`src/rtl/nandrd_pkg.sv`:
```
package nandrd_pkg;

  // Strobes from the sequencer to the datapath, one set per cycle.
  typedef struct packed {
    logic       ceOn;
    logic       cleOn;
    logic       aleOn;
    logic       weLow;
    logic       reLow;
    logic       busOut;
    logic       loadCmd;
    logic       capture;
    logic       timerRun;
    logic       doneS;
    logic       errS;
    logic [1:0] byteSel;
  } nandStrobes_t;

  typedef enum logic [3:0] {
    ST_IDLE, ST_WR_SETUP, ST_WR_LOW, ST_WR_HOLD, ST_WAIT_TWB, ST_WAIT_RDY,
    ST_RD_LOW, ST_RD_CAP, ST_RD_HOLD, ST_RD_HIGH, ST_FIN, ST_FAIL
  } rdState_t;

  localparam logic [7:0] READ_OPCODE = 8'h00;
  localparam logic [7:0] COLUMN_ZERO = 8'h00;

endpackage

```
`src/rtl/nandrd_ctrl.sv`:
```
module nandrd_ctrl
  import nandrd_pkg::*;
#(
  parameter int WE_LOW  = 2,
  parameter int WE_HIGH = 2,
  parameter int RE_LOW  = 2,
  parameter int RE_HIGH = 2,
  parameter int TWB     = 4
) (
  input  logic         clk,
  input  logic         rstN,
  input  logic         cmdValid,
  input  logic         rdySync,
  input  logic         timedOut,
  input  logic         taken,
  input  logic         lastByte,
  output logic         cmdReady,
  output nandStrobes_t strobe
);

  localparam int M1    = (WE_LOW > WE_HIGH) ? WE_LOW : WE_HIGH;
  localparam int M2    = (RE_LOW > RE_HIGH) ? RE_LOW : RE_HIGH;
  localparam int M3    = (M1 > M2) ? M1 : M2;
  localparam int MAXP  = (M3 > TWB) ? M3 : TWB;
  localparam int CNT_W = $clog2(MAXP + 1) + 1;

  rdState_t         state;
  logic [CNT_W-1:0] phase;
  logic [1:0]       sel;
  logic             inWrite;

  always_ff @(posedge clk) begin
    if (!rstN) begin
      state <= ST_IDLE;
      phase <= '0;
      sel   <= '0;
    end else begin
      case (state)
        ST_IDLE: begin
          phase <= '0;
          sel   <= '0;
          if (cmdValid) state <= ST_WR_SETUP;
        end
        ST_WR_SETUP: begin
          phase <= '0;
          state <= ST_WR_LOW;
        end
        ST_WR_LOW: begin
          if (phase == CNT_W'(WE_LOW - 1)) begin
            phase <= '0;
            state <= ST_WR_HOLD;
          end else begin
            phase <= phase + 1'b1;
          end
        end
        ST_WR_HOLD: begin
          if (phase == CNT_W'(WE_HIGH - 1)) begin
            phase <= '0;
            if (sel == 2'd3) begin
              state <= ST_WAIT_TWB;
            end else begin
              sel   <= sel + 1'b1;
              state <= ST_WR_SETUP;
            end
          end else begin
            phase <= phase + 1'b1;
          end
        end
        ST_WAIT_TWB: begin
          if (phase == CNT_W'(TWB - 1)) begin
            phase <= '0;
            state <= ST_WAIT_RDY;
          end else begin
            phase <= phase + 1'b1;
          end
        end
        ST_WAIT_RDY: begin
          phase <= '0;
          if (rdySync)       state <= ST_RD_LOW;
          else if (timedOut) state <= ST_FAIL;
        end
        ST_RD_LOW: begin
          if (phase == CNT_W'(RE_LOW - 1)) begin
            phase <= '0;
            state <= ST_RD_CAP;
          end else begin
            phase <= phase + 1'b1;
          end
        end
        ST_RD_CAP: state <= ST_RD_HOLD;
        ST_RD_HOLD: begin
          phase <= '0;
          if (taken) state <= lastByte ? ST_FIN : ST_RD_HIGH;
        end
        ST_RD_HIGH: begin
          if (phase == CNT_W'(RE_HIGH - 1)) begin
            phase <= '0;
            state <= ST_RD_LOW;
          end else begin
            phase <= phase + 1'b1;
          end
        end
        ST_FIN:  state <= ST_IDLE;
        ST_FAIL: state <= ST_IDLE;
        default: state <= ST_IDLE;
      endcase
    end
  end

  assign inWrite  = (state == ST_WR_SETUP) || (state == ST_WR_LOW) || (state == ST_WR_HOLD);
  assign cmdReady = (state == ST_IDLE);

  always_comb begin
    strobe          = '0;
    strobe.ceOn     = (state != ST_IDLE) && (state != ST_FIN) && (state != ST_FAIL);
    strobe.cleOn    = inWrite && (sel == 2'd0);
    strobe.aleOn    = inWrite && (sel != 2'd0);
    strobe.busOut   = inWrite;
    strobe.weLow    = (state == ST_WR_LOW);
    strobe.reLow    = (state == ST_RD_LOW);
    strobe.capture  = (state == ST_RD_CAP);
    strobe.timerRun = (state == ST_WAIT_RDY);
    strobe.loadCmd  = (state == ST_IDLE) && cmdValid;
    strobe.doneS    = (state == ST_FIN);
    strobe.errS     = (state == ST_FAIL);
    strobe.byteSel  = sel;
  end

endmodule

```
`src/rtl/nandrd_dp.sv`:
```
module nandrd_dp
  import nandrd_pkg::*;
#(
  parameter int BLOCK_W    = 11,
  parameter int PAGE_W     = 5,
  parameter int TMO_W      = 16,
  parameter int PAGE_BYTES = 528,
  parameter int MAIN_BYTES = 512,
  parameter int IDX_W      = $clog2(PAGE_BYTES)
) (
  input  logic               clk,
  input  logic               rstN,
  input  nandStrobes_t       strobe,
  input  logic [BLOCK_W-1:0] cmdBlock,
  input  logic [PAGE_W-1:0]  cmdPage,
  input  logic [TMO_W-1:0]   cmdTimeout,
  input  logic [7:0]         nandDin,
  input  logic               nandRdy,
  input  logic               outReady,
  output logic               outValid,
  output logic [7:0]         outData,
  output logic [IDX_W-1:0]   outIndex,
  output logic               outSpare,
  output logic               done,
  output logic               error,
  output logic               nandCeN,
  output logic               nandCle,
  output logic               nandAle,
  output logic               nandWeN,
  output logic               nandReN,
  output logic [7:0]         nandDout,
  output logic               nandDoutEn,
  output logic               rdySync,
  output logic               timedOut,
  output logic               taken,
  output logic               lastByte
);

  localparam int ROW_W = BLOCK_W + PAGE_W;

  logic [ROW_W-1:0] rowR;
  logic [15:0]      rowPad;
  logic [TMO_W-1:0] limitR;
  logic [TMO_W-1:0] waitCnt;
  logic [IDX_W-1:0] idx;
  logic [7:0]       busByte;

  assign rowPad   = 16'(rowR);
  assign taken    = outValid && outReady;
  assign lastByte = (idx == IDX_W'(PAGE_BYTES - 1));
  assign timedOut = (waitCnt >= limitR);
  assign outIndex = idx;
  assign outSpare = (idx >= IDX_W'(MAIN_BYTES));

  always_comb begin
    case (strobe.byteSel)
      2'd0:    busByte = READ_OPCODE;
      2'd1:    busByte = COLUMN_ZERO;
      2'd2:    busByte = rowPad[7:0];
      default: busByte = rowPad[15:8];
    endcase
  end

  // Request registers
  always_ff @(posedge clk) begin
    if (!rstN) begin
      rowR   <= '0;
      limitR <= '0;
    end else if (strobe.loadCmd) begin
      rowR   <= {cmdBlock, cmdPage};
      limitR <= cmdTimeout;
    end
  end

  // Ready wait timer, saturating
  always_ff @(posedge clk) begin
    if (!rstN || !strobe.timerRun) waitCnt <= '0;
    else if (waitCnt != '1)        waitCnt <= waitCnt + 1'b1;
  end

  // Registered flash pins
  always_ff @(posedge clk) begin
    if (!rstN) begin
      nandCeN    <= 1'b1;
      nandCle    <= 1'b0;
      nandAle    <= 1'b0;
      nandWeN    <= 1'b1;
      nandReN    <= 1'b1;
      nandDout   <= '0;
      nandDoutEn <= 1'b0;
      rdySync    <= 1'b0;
    end else begin
      nandCeN    <= !strobe.ceOn;
      nandCle    <= strobe.cleOn;
      nandAle    <= strobe.aleOn;
      nandWeN    <= !strobe.weLow;
      nandReN    <= !strobe.reLow;
      nandDout   <= strobe.busOut ? busByte : '0;
      nandDoutEn <= strobe.busOut;
      rdySync    <= nandRdy;
    end
  end

  // Output byte register and page position
  always_ff @(posedge clk) begin
    if (!rstN) begin
      outValid <= 1'b0;
      outData  <= '0;
      idx      <= '0;
    end else begin
      if (strobe.loadCmd) begin
        outValid <= 1'b0;
        idx      <= '0;
      end else if (strobe.capture) begin
        outValid <= 1'b1;
        outData  <= nandDin;
      end else if (taken) begin
        outValid <= 1'b0;
        idx      <= idx + 1'b1;
      end
    end
  end

  always_ff @(posedge clk) begin
    if (!rstN) begin
      done  <= 1'b0;
      error <= 1'b0;
    end else begin
      done  <= strobe.doneS;
      error <= strobe.errS;
    end
  end

endmodule

```
`src/rtl/nand_page_reader.sv`:
```
module nand_page_reader
  import nandrd_pkg::*;
#(
  parameter int BLOCK_W    = 11,
  parameter int PAGE_W     = 5,
  parameter int TMO_W      = 16,
  parameter int PAGE_BYTES = 528,
  parameter int MAIN_BYTES = 512,
  parameter int WE_LOW     = 2,
  parameter int WE_HIGH    = 2,
  parameter int RE_LOW     = 2,
  parameter int RE_HIGH    = 2,
  parameter int TWB        = 4,
  parameter int IDX_W      = $clog2(PAGE_BYTES)
) (
  input  logic               clk,
  input  logic               rstN,
  input  logic               cmdValid,
  output logic               cmdReady,
  input  logic [BLOCK_W-1:0] cmdBlock,
  input  logic [PAGE_W-1:0]  cmdPage,
  input  logic [TMO_W-1:0]   cmdTimeout,
  output logic               outValid,
  input  logic               outReady,
  output logic [7:0]         outData,
  output logic [IDX_W-1:0]   outIndex,
  output logic               outSpare,
  output logic               done,
  output logic               error,
  output logic               nandCeN,
  output logic               nandCle,
  output logic               nandAle,
  output logic               nandWeN,
  output logic               nandReN,
  output logic [7:0]         nandDout,
  output logic               nandDoutEn,
  input  logic [7:0]         nandDin,
  input  logic               nandRdy
);

  nandStrobes_t strobe;
  logic rdySync, timedOut, taken, lastByte;

  nandrd_ctrl #(
    .WE_LOW(WE_LOW), .WE_HIGH(WE_HIGH), .RE_LOW(RE_LOW),
    .RE_HIGH(RE_HIGH), .TWB(TWB)
  ) u_ctrl (
    .clk(clk), .rstN(rstN), .cmdValid(cmdValid), .rdySync(rdySync),
    .timedOut(timedOut), .taken(taken), .lastByte(lastByte),
    .cmdReady(cmdReady), .strobe(strobe)
  );

  nandrd_dp #(
    .BLOCK_W(BLOCK_W), .PAGE_W(PAGE_W), .TMO_W(TMO_W),
    .PAGE_BYTES(PAGE_BYTES), .MAIN_BYTES(MAIN_BYTES), .IDX_W(IDX_W)
  ) u_dp (
    .clk(clk), .rstN(rstN), .strobe(strobe),
    .cmdBlock(cmdBlock), .cmdPage(cmdPage), .cmdTimeout(cmdTimeout),
    .nandDin(nandDin), .nandRdy(nandRdy), .outReady(outReady),
    .outValid(outValid), .outData(outData), .outIndex(outIndex),
    .outSpare(outSpare), .done(done), .error(error),
    .nandCeN(nandCeN), .nandCle(nandCle), .nandAle(nandAle),
    .nandWeN(nandWeN), .nandReN(nandReN), .nandDout(nandDout),
    .nandDoutEn(nandDoutEn), .rdySync(rdySync), .timedOut(timedOut),
    .taken(taken), .lastByte(lastByte)
  );

endmodule

```
`config.mk`:
```
export PLATFORM = sky130hd
export DESIGN_NAME = nand_page_reader
export DESIGN_NICKNAME = d
export VERILOG_FILES = /design/src/rtl/nandrd_pkg.sv /design/src/rtl/nandrd_ctrl.sv /design/src/rtl/nandrd_dp.sv /design/src/rtl/nand_page_reader.sv
export SDC_FILE = /design/constraint.sdc
export NUM_CORES = 1
export LEC_CHECK = 0
export CAP_MARGIN = 20
export CORE_AREA = 2 2 124 126
export CTS_CLUSTER_DIAMETER = 80
export DETAILED_ROUTE_END_ITERATION = 6
export DIE_AREA = 0 0 126 128
export DONT_BUFFER_PORTS = 1
export GPL_TIMING_DRIVEN = 0
export PLACE_DENSITY = 0.46
export SLEW_MARGIN = 20
export SYNTH_ARGS = -nofsm -noshare
export SYNTH_HDL_FRONTEND = slang
export SYNTH_SLANG_ARGS = --single-unit
export TNS_END_PERCENT = 100
```
`constraint.sdc`:
```
create_clock -name clk -period 2.13 [get_ports clk]
set_input_delay 0.426 -clock clk [delete_from_list [all_inputs] [get_ports clk]]
set_output_delay 0.426 -clock clk [all_outputs]
set_load 0.005 [all_outputs]
```
======== Word level (Yosys, flattened, before mapping) ========
Cells that the tools add are included.
operators by class
  $add $sub $neg .......................... 4
  order comparisons ....................... 2
  equality and inequality tests ........... 29
  muxes and demuxes ....................... 21
  bitwise gates (word level) .............. 3
  reductions and logical operators ........ 30
operators with widths
  kind                                                   number
  2-to-1 mux 4 bit                                       11
  case mux 4 bit (10 select lines)                       1
  adder 16 x 1 -> 16 bit, second input constant          1
  == test 4 x 3 -> 1 bit, second input constant          4
  == test 4 bit, second input constant                   4
  >= comparator 16 bit                                   1
  inequality test 16 bit, second input constant          1
  case mux 8 bit (2 select lines)                        1
  == test 4 x 2 -> 1 bit, second input constant          3
  case mux 4 bit (3 select lines)                        1
  adder 10 x 1 -> 10 bit, second input constant          1
  == test 10 bit, second input constant                  1
  >= comparator 10 bit, second input constant            1
  inequality test 2 bit, second input constant           5
  == test 4 x 1 -> 1 bit, second input constant          2
  inequality test 4 bit, second input constant           2
  AND reduction 8 bit                                    1
  OR reduction 4 bit                                     2
  logical AND 1 bit                                      6
  2-to-1 mux 2 bit                                       3
  inequality test 2 x 1 -> 1 bit, second input constant  3
  AND reduction 2 bit                                    3
  nonzero test 2 bit                                     3
  zero test 1 bit                                        5
  other kinds (16)                                       23
storage, ports and cells
  flip-flop bits (word level) ............. 94
  input port bits ......................... 45
  output and inout port bits .............. 37
  logic and storage cells ................. 108

======== Longest topological paths before layout ========
  depth after elaboration ................. 4
  mapped depth ............................ 8
  depth with buffers taken out ............ 7

======== Hierarchy ========
Synthesis repeated with hierarchy kept, for this count alone.
second synthesis, totals
  cells, all modules ...................... 499
  area, all modules ....................... 4669.5 um2
modules (own cells, without submodules)
  module       times used  cells an instance  area an instance (um2)  seq. area each (um2)
  nandrd_dp    1           383                3714.8                  1681.6
  nandrd_ctrl  1           116                954.7                   200.2

======== Worst setup path after synthesis ========
OpenSTA, ideal clock, no wires.
  path type ............................... register to register
  start ................................... reg u_dp.waitCnt[13]
  end ..................................... reg u_ctrl.state[0]
  setup time .............................. 86 ps
  data arrival time ....................... 2135 ps
  data required time ...................... 2044 ps
  slack ................................... -92 ps
  cell stages (with the launch flop) ...... 7
  buffers on the path ..................... 0
  period minus slack after synthesis ...... 2222 ps
  path through ............................ dfxtp_1 > ha_1 > nand4_1 > or3_1 > or4_1 > a31o_2 > a221oi_2
between the ends
  word-level cells in the longest chain between the ends .. 3
RTL lines
  what                             RTL line           source
  start: declaration               nandrd_dp.sv:44    logic [TMO_W-1:0] waitCnt;
  start signal: assignment         nandrd_dp.sv:78    else if (waitCnt != '1) waitCnt <= waitCnt + 1'b1;
  >= comparator 16 bit             nandrd_dp.sv:51    assign timedOut = (waitCnt >= limitR);
  inequality test 3 bit (no line)  --
  AND reduction 8 bit (no line)    --
  end signal: assignment           nandrd_ctrl.sv:93  if (taken) state <= lastByte ? ST_FIN : ST_RD_HIGH;
  end: declaration                 nandrd_ctrl.sv:27  rdState_t state;
Every way passes these cells.
A chain may end at the register's enable or synchronous reset.

======== Final worst setup path ========
  start ................................... reg u_dp.waitCnt[14]
  end ..................................... reg u_ctrl.state[0]
The elaborated chain is that of the path after synthesis.

==> results.json <==
{
  "status": "finished, violations left",
  "violations": "setup timing",
  "cellLeakagePower_nw": 1.78,
  "crit_arrival_ns": 2.44,
  "drt_wl_total_mm": 10.9,
  "synth_area_leader_cell": "dfxtp_1",
  "crit_buf_inv": 0,
  "ant_nets": 0,
  "cp_max_fo": 6,
  "critPathKind": "reg2reg",
  "cts_tree": "yes",
  "cp_slowest_cell": "or4_4",
  "clkSinkCount": 94,
  "synth_xor_area_frac": 0.0422,
  "met2WireLength_mm": 5.25,
  "syn_avg_cell_area_um2": 8.07,
  "coreArea_um2": 14900,
  "synthFlopType": "dfxtp_1",
  "place_hpwl_mm": 8.15,
  "drt_first_pass_iters": 4,
  "met3_length_um": 512,
  "grt_max_degree": 16,
  "clk_pin_slew_ns": 0.07,
  "antennaDiodeCount": 0,
  "start_kind": "flop",
  "cts_buffer_depth": 2,
  "gp_congestion": 0.859,
  "placed_cell_area_um2": 4600,
  "drive_gt1_frac": 0.126,
  "setup_viol": 3,
  "synth_area_um2": 4360,
  "synth_simple_gate_area_frac": 0.251,
  "grt_pass1_wl_mm": 17.6,
  "initial_core_util": 0.293,
  "final_common_cell": "nand2_1",
  "synth_seq_cells": 94,
  "htreeDepth": 3,
  "ys_warn_count": 0,
  "met1_length_mm": 5.00,
  "clk_latency_ns": 0.35,
  "fin_crit_sh": 1.02,
  "holdWs_ns": 0.199,
  "hold_viol": 0,
  "cap_violations": 0,
  "total_power_mw": 5.20,
  "layout_min_cycle_time_ns": 2.18,
  "slowest_delay_ns": 0.44,
  "dieArea_um2": 16100,
  "fin_nets": 621,
  "area_growth_pct": 17.1,
  "final_max_slew_viol_count": 0,
  "synthDistinctLibCells": 53,
  "core.rowCount": 45,
  "crit_chain": "ha_4 -> nand4_1 -> or3_4 -> or4_4 -> a31o_4 -> a221oi_2",
  "tightest_slew_ns": 0.653,
  "die_h_um": 128,
  "synthMuxAreaShare": 0.00689,
  "synth_area_leaders": "dfxtp_1 (43%), nand2_1 (9.5%), a21oi_1 (8.3%)",
  "holdCritPathClass": "in2reg",
  "avgRoutedWirePerCell_um": 14.6,
  "cts_made_buffers": 9,
  "final_cell_mix": "nand2_1 (110), dfxtp_1 (84), a21oi_1 (72)",
  "max_slew_margin": 0.564,
  "drc": 0,
  "cts.root.buffer_cell": "clkbuf_16",
  "finalInstanceArea_um2": 5100,
  "synthArstFlopShare": 0,
  "vias": 3616,
  "num_io_pins": 82,
  "drt-initial-drc-count": 154,
  "netlist_instances": 540,
  "synth-adder-area-share": 0.0689,
  "grt-ovfl-total": 0,
  "vias_per_cell": 4.85,
  "fmax_ghz": 0.459,
  "synth_compound_area_frac": 0.149,
  "postCtsHoldBufs": 0,
  "setup_ws_ns": -0.0492,
  "io_buffers": 0,
  "ir_drop_uv": 537,
  "synthesis.nets": 609,
  "cpLargestDelayFamily": "simple AND/OR/NAND/NOR gates",
  "synth_top_area_share": 0.432,
  "pwr_density_cell_nw_per_um2": 1020,
  "antenna_found_initial": 0,
  "synth_edf_count": 0,
  "synth_top_family_by_area": "simple AND/OR/NAND/NOR gates",
  "track_usage": 0.136,
  "dieWidth_um": 126,
  "rsz0062_at_grt": "true",
  "seq_area_frac_synth": 0.432,
  "dp_slack_ns": -0.288,
  "worstPathRequired_ns": 2.39,
  "cp-end-kind": "flop",
  "top_layer_used": "met4",
  "grt_pass1_vias": 3544,
  "fin_worst_skew_ns": 0.0122
}
Yosys cell counts (all sizes together), types with 8 or more instances:
master / number
a21oi: 72
xnor2: 13
and3: 8
dfxtp: 94
nor3: 11
ha: 24
nand3: 15
inv: 29
xor2: 8
nand4: 11
clkbuf: 25
nand2: 112
nor2: 45
registers in the layout, indices dropped and copies added, names as in the netlist, 2 cells and up:
register,flops
u_dp.limitR,16
u_dp.rowPad,16
u_dp.waitCnt,16
u_dp.outIndex,10
u_dp.nandDout,8
u_dp.outData,8
u_ctrl.phase,4
u_ctrl.state,4
u_ctrl.sel,2
metal layers:
| layer | up-vias | track usage |
|---|---|---|
| li1 | 1864 | - |
| met1 | 1668 | 0.170 |
| met2 | 73 | 0.228 |
| met3 | 11 | 0.0442 |
| met4 | 0 | 0.0343 |
| met5 | - | 0 |
worst paths after layout:
check             slack, ns        startpoint         endpoint  cells after the start
setup reg to reg      -0.05  u_dp.waitCnt[14]  u_ctrl.state[0]                      6
hold / removal         0.20           nandRdy     u_dp.rdySync                      1
setup / recovery      -0.05  u_dp.waitCnt[14]  u_ctrl.state[0]                      6
hold reg to reg        0.45    u_dp.limitR[8]   u_dp.limitR[8]                      2
area by class of cell:
type	count	area, µm²
Multi-Input combinational cell	388	2400
Fill cell	1565	9760
Sequential cell	94	1900
Tap cell	188	235
Timing Repair Buffer	3	22.5
Buffer	26	115
Clock buffer	11	243
Clock inverter	5	82.6
Inverter	30	113
cells by family (layout without fill, tap and decap cells):
kind of cell / count (synthesis) / after routing
muxes: 3 / 3
buffers and inverters: 58 / 75
and+or+nand+nor: 234 / 234
DFF: 94 / 94
AOI/OAI and AO/OA: 106 / 106
adders and majority gates: 24 / 24
xor gates and xnor gates: 21 / 21
through the flow:
stage	std cells	TNS, ns	utilization
after detailed placement	728	-2.80	0.310
after global routing	745	-0.319	0.343
after floorplan	540	0	-
final	745	-0.106	0.343
after global placement	728	-1.55	0.310
after CTS	744	-0.183	0.338
power by group:
group / switching [mW] / leakage [nW] / internal [mW]
sequential: 0.132 / 0.768 / 1.96
combinational: 0.813 / 0.861 / 0.559
clock: 0.680 / 0.148 / 1.06
total: 1.62 / 1.78 / 3.58
timing repair:
action | in CTS | in global routing
setup endpoints to repair | 47 | 67
pin swaps | 5 | 2
hold endpoints to repair | 0 | 0
buffers inserted | 1 | 2
resized for setup | 24 | 26
(Power assumes the default switching activity.)
